===== src/rtl/dwell_seq_pkg.sv =====
package dwell_seq_pkg;
  typedef struct packed {
    logic reload;   // reset: point at row 0 and load its word
    logic advance;  // dwell expired: move to the next row
  } seqStrobe_t;
endpackage


===== src/rtl/dwell_seq_ctrl.sv =====
module dwell_seq_ctrl
  import dwell_seq_pkg::*;
#(
  parameter int DEPTH = 16,
  parameter int CNT_W = 16,
  localparam int IDX_W = (DEPTH > 1) ? $clog2(DEPTH) : 1
) (
  input  logic             clk,
  input  logic             rst,
  input  logic             loopMode,
  input  logic [IDX_W:0]   numEntries,
  input  logic [CNT_W-1:0] selCount,
  output logic [IDX_W-1:0] selIdx,
  output seqStrobe_t       strobe,
  output logic             done
);
  logic [IDX_W-1:0] idx, lastIdx, nextIdx;
  logic [CNT_W-1:0] dwellLeft, loadVal;
  logic expire, atEnd;

  always_comb begin
    if (numEntries == '0)
      lastIdx = '0;
    else if (numEntries > (IDX_W+1)'(DEPTH))
      lastIdx = IDX_W'(DEPTH - 1);
    else
      lastIdx = IDX_W'(numEntries - 1'b1);
  end

  assign expire  = (dwellLeft == '0);
  assign atEnd   = (idx == lastIdx);
  assign nextIdx = atEnd ? '0 : idx + 1'b1;
  assign selIdx  = rst ? '0 : nextIdx;
  assign loadVal = (selCount == '0) ? '0 : selCount - 1'b1;

  always_comb begin
    strobe.reload  = rst;
    strobe.advance = !rst && !done && expire && (loopMode || !atEnd);
  end

  always_ff @(posedge clk) begin
    if (rst) begin
      idx       <= '0;
      dwellLeft <= loadVal;
      done      <= 1'b0;
    end else if (strobe.advance) begin
      idx       <= nextIdx;
      dwellLeft <= loadVal;
    end else if (expire) begin
      if (atEnd && !loopMode) done <= 1'b1;
    end else begin
      dwellLeft <= dwellLeft - 1'b1;
    end
  end


  idx_range_chk: assert property (@(posedge clk) disable iff (rst)
    idx <= lastIdx);

  hold_row_chk: assert property (@(posedge clk) disable iff (rst)
    (dwellLeft != '0) |=> $stable(idx));

  done_sticky_chk: assert property (@(posedge clk) disable iff (rst)
    done |=> done);

  done_at_end_chk: assert property (@(posedge clk) disable iff (rst)
    done |-> (idx == lastIdx));

  loop_no_done_chk: assert property (@(posedge clk) disable iff (rst)
    (loopMode && !done) |=> !done);
endmodule


===== src/rtl/dwell_seq_data.sv =====
module dwell_seq_data
  import dwell_seq_pkg::*;
#(
  parameter int DEPTH  = 16,
  parameter int WORD_W = 8,
  parameter int CNT_W  = 16,
  localparam int IDX_W = (DEPTH > 1) ? $clog2(DEPTH) : 1
) (
  input  logic              clk,
  input  logic              rst,
  input  logic              wrEn,
  input  logic [IDX_W-1:0]  wrAddr,
  input  logic [WORD_W-1:0] wrWord,
  input  logic [CNT_W-1:0]  wrCount,
  input  seqStrobe_t        strobe,
  input  logic [IDX_W-1:0]  selIdx,
  output logic [CNT_W-1:0]  selCount,
  output logic [WORD_W-1:0] patOut
);
  logic [WORD_W-1:0] wordMem  [DEPTH];
  logic [CNT_W-1:0]  countMem [DEPTH];
  logic [WORD_W-1:0] selWord;

  always_ff @(posedge clk) begin
    if (rst && wrEn && (int'(wrAddr) < DEPTH)) begin
      wordMem[wrAddr]  <= wrWord;
      countMem[wrAddr] <= wrCount;
    end
  end

  assign selWord  = wordMem[selIdx];
  assign selCount = countMem[selIdx];

  always_ff @(posedge clk) begin
    if (strobe.reload || strobe.advance)
      patOut <= selWord;
  end


  reset_load_chk: assert property (@(posedge clk)
    rst |=> (patOut == $past(wordMem[0])));

  write_ignored_chk: assert property (@(posedge clk) disable iff (rst)
    wrEn |=> (wordMem[$past(wrAddr)] == $past(wordMem[wrAddr])));

  out_hold_chk: assert property (@(posedge clk) disable iff (rst)
    !strobe.advance |=> $stable(patOut));
endmodule


===== src/rtl/dwell_seq_gen.sv =====
module dwell_seq_gen
  import dwell_seq_pkg::*;
#(
  parameter int DEPTH  = 16,
  parameter int WORD_W = 8,
  parameter int CNT_W  = 16,
  localparam int IDX_W = (DEPTH > 1) ? $clog2(DEPTH) : 1
) (
  input  logic              clk,
  input  logic              rst,
  input  logic              loopMode,
  input  logic [IDX_W:0]    numEntries,
  input  logic              wrEn,
  input  logic [IDX_W-1:0]  wrAddr,
  input  logic [WORD_W-1:0] wrWord,
  input  logic [CNT_W-1:0]  wrCount,
  output logic [WORD_W-1:0] patOut,
  output logic              done
);
  seqStrobe_t       strobe;
  logic [IDX_W-1:0] selIdx;
  logic [CNT_W-1:0] selCount;

  dwell_seq_ctrl #(.DEPTH(DEPTH), .CNT_W(CNT_W)) u_ctrl (
    .clk(clk), .rst(rst), .loopMode(loopMode), .numEntries(numEntries),
    .selCount(selCount), .selIdx(selIdx), .strobe(strobe), .done(done)
  );

  dwell_seq_data #(.DEPTH(DEPTH), .WORD_W(WORD_W), .CNT_W(CNT_W)) u_data (
    .clk(clk), .rst(rst), .wrEn(wrEn), .wrAddr(wrAddr), .wrWord(wrWord),
    .wrCount(wrCount), .strobe(strobe), .selIdx(selIdx),
    .selCount(selCount), .patOut(patOut)
  );
endmodule


===== config.mk =====
export PLATFORM = sky130hd
export DESIGN_NAME = dwell_seq_gen
export DESIGN_NICKNAME = d
export VERILOG_FILES = /design/src/rtl/dwell_seq_pkg.sv /design/src/rtl/dwell_seq_ctrl.sv /design/src/rtl/dwell_seq_data.sv /design/src/rtl/dwell_seq_gen.sv
export SDC_FILE = /design/constraint.sdc
export NUM_CORES = 1
export LEC_CHECK = 0
export ABC_AREA = 1
export BUFFER_PORTS_ARGS = -buffer_cell sky130_fd_sc_hd__buf_2
export CAP_MARGIN = 20
export CORE_UTILIZATION = 65
export CTS_CLUSTER_DIAMETER = 120
export DETAILED_ROUTE_END_ITERATION = 16
export PLACE_DENSITY = 0.88
export SKIP_LAST_GASP = 1
export SYNTH_ARGS = -nofsm -noshare
export SYNTH_HDL_FRONTEND = slang
export SYNTH_SLANG_ARGS = --single-unit
export TNS_END_PERCENT = 30

===== constraint.sdc =====
create_clock -name clk -period 5.6 [get_ports clk]
set_input_delay 0.84 -clock clk [delete_from_list [all_inputs] [get_ports clk]]
set_output_delay 0.84 -clock clk [all_outputs]
set_load 0.01 [all_outputs]

**Word-level counts from Yosys, hierarchy flattened**

Memory sizes are Yosys's and may differ from the RTL's. A register that Yosys moved wholly into a read port is not among the register bits.
Cells that the tools add are included.

- Register bits: 21
- RAM bits: 384
- Input port bits: 37
- Output and inout port bits: 9
- Word-level logic and storage cells: 38
- Memories kept: 2

Memories:

| memory | depth | width | read ports | clocked after Yosys merged registers in | wr ports | RTL line | RTL |
|---|---|---|---|---|---|---|---|
| u_data.countMem | 16 | 16 | 1 | 0 | 1 | dwell_seq_data.sv:21 | `logic [CNT_W-1:0] countMem [DEPTH];` |
| u_data.wordMem | 16 | 8 | 1 | 1 | 1 | dwell_seq_data.sv:20 | `logic [WORD_W-1:0] wordMem [DEPTH];` |

- $add $sub $neg: 4
- Magnitude comparators: 1
- Equality and inequality tests: 2
- Muxes and demuxes: 10
- Bitwise gates (word level): 1
- Reduce and logical (&&, ||, !) cells: 15

Operator list:

| kind | number |
|---|---|
| $mux W16 | 4 |
| $logic_not A16 Y1 | 2 |
| $sub A16 B1 Y16 const B | 2 |
| $mux W4 | 4 |
| $gt A5 B5 Y1 const B | 1 |
| $logic_and A1 B1 Y1 | 5 |
| $logic_not A5 Y1 | 1 |
| $add A4 B1 Y4 const B | 1 |
| $eq A4 B4 Y1 | 1 |
| $logic_not A1 Y1 | 4 |
| $sub A4 B1 Y4 const B | 1 |
| $ne A3 B2 Y1 const B | 1 |
| $reduce_and A3 Y1 | 1 |
| $logic_or A1 B1 Y1 | 2 |
| $mux W1 | 2 |
| $not A1 Y1 | 1 |

**Depth between registers and ports, before layout**

An unclocked memory read counts as a cell.

- Depth after elaboration: 11
- Depth in mapped cells: 31
- Mapped depth without buffers: 29

**By module**

A second synthesis with hierarchy kept.

- Cells, all modules: 1872
- Area, all modules: 18714.2 um^2

By module, submodules not included:

| module | instances | cells an instance | area each (um^2) | seq. area each (um^2) |
|---|---|---|---|---|
| dwell_seq_data | 1 | 1586 | 16723.5 | 11771.3 |
| dwell_seq_ctrl | 1 | 286 | 1990.7 | 580.6 |

**Least setup slack after synthesis**

OpenSTA, ideal clock, no wires.

- Kind: input port to flip-flop
- Start point: in numEntries[0]
- End point: reg u_ctrl.dwellLeft[2], data pin
- Library setup time: 0.264 ns
- Data arrival time: 3.453 ns
- Required time: 5.336 ns
- Slack: 1.883 ns
- Cell stages on the path: 28
- Path buffers: 4
- Path through: inv_1 -> ha_1 -> inv_1 -> nor2_1 -> nand2_1 -> nand3_1 -> nand2_1 -> nand2_1 -> nor2_4 -> nand3_4 -> nand2_4 -> buf_6 -> buf_6 -> buf_6 -> o211ai_1 -> nand3_1 -> nand3_1 -> nand2_2 -> inv_2 -> ha_1 -> inv_1 -> nor2_2 -> nand2_1 -> nor2_2 -> nand3_1 -> nand2_2 -> buf_6 -> o22ai_1

- Word-level cells in the longest chain between the ends: 11
- Elaborated cells between the ends (all ways): 17
- Classes of those cells: add/sub (2); order compare (1); eq/ne (1); mux (7); reduce/logical (5); memory (1)

Ends and longest elaborated chain:

| what | RTL line | RTL |
|---|---|---|
| start, declared | dwell_seq_gen.sv:12 | `input logic [IDX_W:0] numEntries,` |
| $sub A4 B1 Y4 or $gt A5 B5 Y1 (tied branches) | dwell_seq_ctrl.sv:27, dwell_seq_ctrl.sv:24 |  |
| $mux W4 | dwell_seq_ctrl.sv:24 | `else if (numEntries > (IDX_W+1)'(DEPTH))` |
| $mux W4 * | dwell_seq_ctrl.sv:22 | `if (numEntries == '0)` |
| $eq A4 B4 Y1 * | dwell_seq_ctrl.sv:31 | `assign atEnd = (idx == lastIdx);` |
| $mux W4 | dwell_seq_ctrl.sv:32 | `assign nextIdx = atEnd ? '0 : idx + 1'b1;` |
| $mux W4 | dwell_seq_ctrl.sv:33 | `assign selIdx = rst ? '0 : nextIdx;` |
| $mem_v2 Z16 W16 | -- |  |
| $sub A16 B1 Y16 or $logic_not A16 Y1 (tied branches) | dwell_seq_ctrl.sv:34 | `assign loadVal = (selCount == '0) ? '0 : selCount - 1'b1;` |
| $mux W16 | dwell_seq_ctrl.sv:34 |  |
| $mux W16 | dwell_seq_ctrl.sv:46 | `end else if (strobe.advance) begin` |
| $mux W16 * | dwell_seq_ctrl.sv:42 | `if (rst) begin` |
| end signal, assigned | dwell_seq_ctrl.sv:44 | `dwellLeft <= loadVal;` |
| end signal, assigned | dwell_seq_ctrl.sv:48 | `dwellLeft <= loadVal;` |
| end signal, assigned | dwell_seq_ctrl.sv:52 | `dwellLeft <= dwellLeft - 1'b1;` |
| end, declared | dwell_seq_ctrl.sv:18 | `logic [CNT_W-1:0] dwellLeft, loadVal;` |

Mark *: on every way between the ends. The rest lies on a longest branch, timed or not.
A chain may end at the register's enable or synchronous reset.

**Worst setup path in the final report**

- Start point: in numEntries[0]
- End point: reg u_ctrl.dwellLeft[15], data pin

The elaborated chain is that of the path after synthesis.

==> impl_results.md <==
- Fin crit period: 4.38 ns
- Netlist Area Pre-Place: 0.0182 mm2
- Tcrit/Tclk final: 78.3%
- H-tree levels: 2
- DR vias/cell: 6.34
- Number of DRC markers in iteration 0: 2174
- First-pass DRT Iterations: 6
- Internal cell power: 5.08 mW
- Routed Antenna Nets: 0
- Commonest cells after routing, fill and taps aside: edfxtp_1 (408), nand2_1 (307), nand3_1 (215)
- Synth area leaders: edfxtp_1 (67%), nand2_1 (6.3%), nand3_1 (5.9%)
- RePlAce Congestion: 0.908
- Max clock buf depth: 3
- DRT Wirelength: 46.3 mm
- Crit-path leading delay family: simple AND/OR/NAND/NOR gates
- Die width: 169 um
- Path type of the worst setup path: input pin to register
- Cts bufs inserted: 41
- Most common cell after layout, fill and taps aside: edfxtp_1
- Rel. slew slack: 21.4%
- Ant diodes: 0
- Comb pwr share: 4.8%
- Worst VDD drop: 0.000332 V
- Seq pwr share: 53.6%
- CTS root buf: clkbuf_16
- GRT Residual Overflow: 0
- Leakage: 7.53 nW
- Cell accounting for the most synthesized area: edfxtp_1
- Pin slew with the least headroom to its limit: 1.18 ns
- DIE AREA: 0.0287 mm2
- DRC viols: 0
- Nets: 1670
- Worst-path clk slew: 0.06 ns
- Via count: 12900
- P per Cell Area: 323 mW/mm2
- Setup violators final: 0
- Crit path DAT: 4.66 ns
- Worst hold slack: 0.523 ns
- Buffers and inverters on the worst path: 7
- Placed Area: 0.0187 mm2
- Site row count: 60
- Post-route cell area: 0.0200 mm2
- Slowest-stage cell, CP: buf_12
- Crit path largest cell delay: 0.58 ns
- Input/output buffers: 45
- Synth Instances: 1611
- CTS sink count: 413
- # Post-CTS Setup Buffers: 0
- Pin count of the biggest net entering global routing: 160
- Register area share after synthesis: 67.9%
- Netlist cell types: 40
- Final Non-Filler Cells: 2033
- I/O pin cnt: 46
- Hold_buf cts: 0
- WL/cell: 22.8 um
- Core area: 0.0272 mm2
- Total placed cells including tap cells: 1956
- Total global routing track utilization: 33.0%
- MaxCap Viol Count: 0
- CP Capture Type: register
- Critical Path RT: 5.88 ns
- Maximum clock rate: 228 MHz
- Clk Latency, worst-skew pair: 0.55 ns
- Clock Power Share: 41.5%
- Antenna violations before repair: 0
- Outcome: finished clean
- PostCTS Resize Cnt: 0
- Vias in the first global route: 12800
- Final Hold Fails: 0
- Total negative slack: 0 ns
- #FFs+latches synth: 413
- Type of origin of the critical path: input pin
- Initial core utilization: 66.9%
- Worst-path fanout max: 159
- Post-Syn Nets: 1652
- DIE HEIGHT: 169 um
- Area growth, synth to finish: 10.2%
- Final core occ: 73.8%
- Dpl hpwl: 23.0 mm
- Switching share of power: 21.5%
- Yosys top cell area share: 67.4%
- Fraction of layout cells with a size suffix above 1: 10.5%
- Global-route wire length before repair: 70.6 mm
- Ys Warns: 0
- Avg Synthesized Cell Area: 11.3 um2
- CTS tree: done
- Min-Delay Path Class: input pin to register
- Clock skew: 0.0315 ns
- RSZ-0062 raised after global routing: false
- Psw: 1.40 mW
- Final Max Slew Viols: 0
area by class of cell:
cell class | instances | area, um2
Clock buffer | 60 | 1170
Clock inverter | 15 | 130
Fill cell | 1625 | 7130
Inverter | 169 | 634
Multi-Input combinational cell | 942 | 4870
Sequential cell | 413 | 12400
Tap cell | 372 | 465
Timing Repair Buffer | 62 | 428
kinds of logic after synthesis:
group | Yosys count | synth area share [%]
AND/OR/NAND/NOR | 806 | 20.6
flip-flops | 413 | 67.9
buffers and inverters | 256 | 6.13
AO/OA/AOI/OAI | 117 | 4.33
XOR/XNOR | 15 | 0.722
adder cells (fa/ha/maj) | 4 | 0.275
per-stage QoR:
stage / power, mW / worst slack, ns
4_1_cts: 6.46 / 1.25
6_report: 6.48 / 1.22
3_3_place_gp: 3.81 / 0.952
5_1_grt: 6.62 / 0.844
2_1_floorplan: 3.72 / 1.88
3_5_place_dp: 3.83 / 0.757
worst register-to-register path, stage by stage, from the launching register on:
cell and delay (ns):
dfxtp_1 0.43, inv_1 0.06, nand2_1 0.06, nand2_1 0.07, nor2_4 0.12, nand3_4 0.15, nand2_8 0.31, buf_12 0.58
nand2_1 0.16, nand3_1 0.13, nand3_1 0.11, nand3_1 0.11, nand2_2 0.09, inv_1 0.06, ha_1 0.18, inv_1 0.06
nor2_2 0.12, nand2_1 0.07, nor2_2 0.14, nand3_1 0.10, nand2_2 0.25, inv_2 0.10, nand3_1 0.09, nand2_1 0.06
synth_stat cells (all sizes together):
| cell | n |
|---|---|
| edfxtp | 408 |
| nand2 | 316 |
| nand3 | 220 |
| nor2 | 183 |
| inv | 169 |
| nand3b | 77 |
| buf | 59 |
| o21ai | 50 |
| clkbuf | 28 |
| o211ai | 24 |
| o311ai | 16 |
| o32ai | 16 |
| xor2 | 10 |
| o22ai | 7 |
| dfxtp | 5 |
| xnor2 | 5 |
| ha | 4 |
| nor3 | 3 |
| a21oi | 2 |
| nand4 | 2 |
| or2 | 2 |
| and3 | 1 |
| nor4 | 1 |
| o2111ai | 1 |
| o31ai | 1 |
| or3 | 1 |
path summary, 6_finish.rpt:
kind | end | depth (start not counted) | from | slack [ns]
max reg2reg | u_ctrl.dwellLeft[15] | 23 | u_ctrl.idx[2] | 1.71
min | u_ctrl.done | 2 | loopMode | 0.52
min reg2reg | u_ctrl.done | 2 | u_ctrl.done | 0.54
max | u_ctrl.dwellLeft[15] | 28 | numEntries[0] | 1.22
per-layer routing:
metal	GRT usage, %	up-vias	routed length (um)
li1	-	5605	-
met1	43.3	6143	16300
met2	53.1	984	22400
met3	7.81	164	5830
met4	14.8	0	1830
met5	0	-	0
registers in the layout, summed over array words and instances, names as in the netlist:
register / flops
u_data.patOut: 8
u_ctrl.idx: 4
u_data.countMem: 256
u_ctrl.dwellLeft: 16
u_ctrl.done: 1
u_data.wordMem: 128
power by group through the flow:
stage	Combinational (mW)	Clock (mW)	Sequential [mW]
floorplan	0.189	0	3.53
detailed placement	0.298	0	3.54
global route	0.341	2.81	3.47
finish	0.313	2.69	3.47
CTS	0.306	2.69	3.47
global placement	0.282	0	3.53
(Power assumes the default switching activity.)
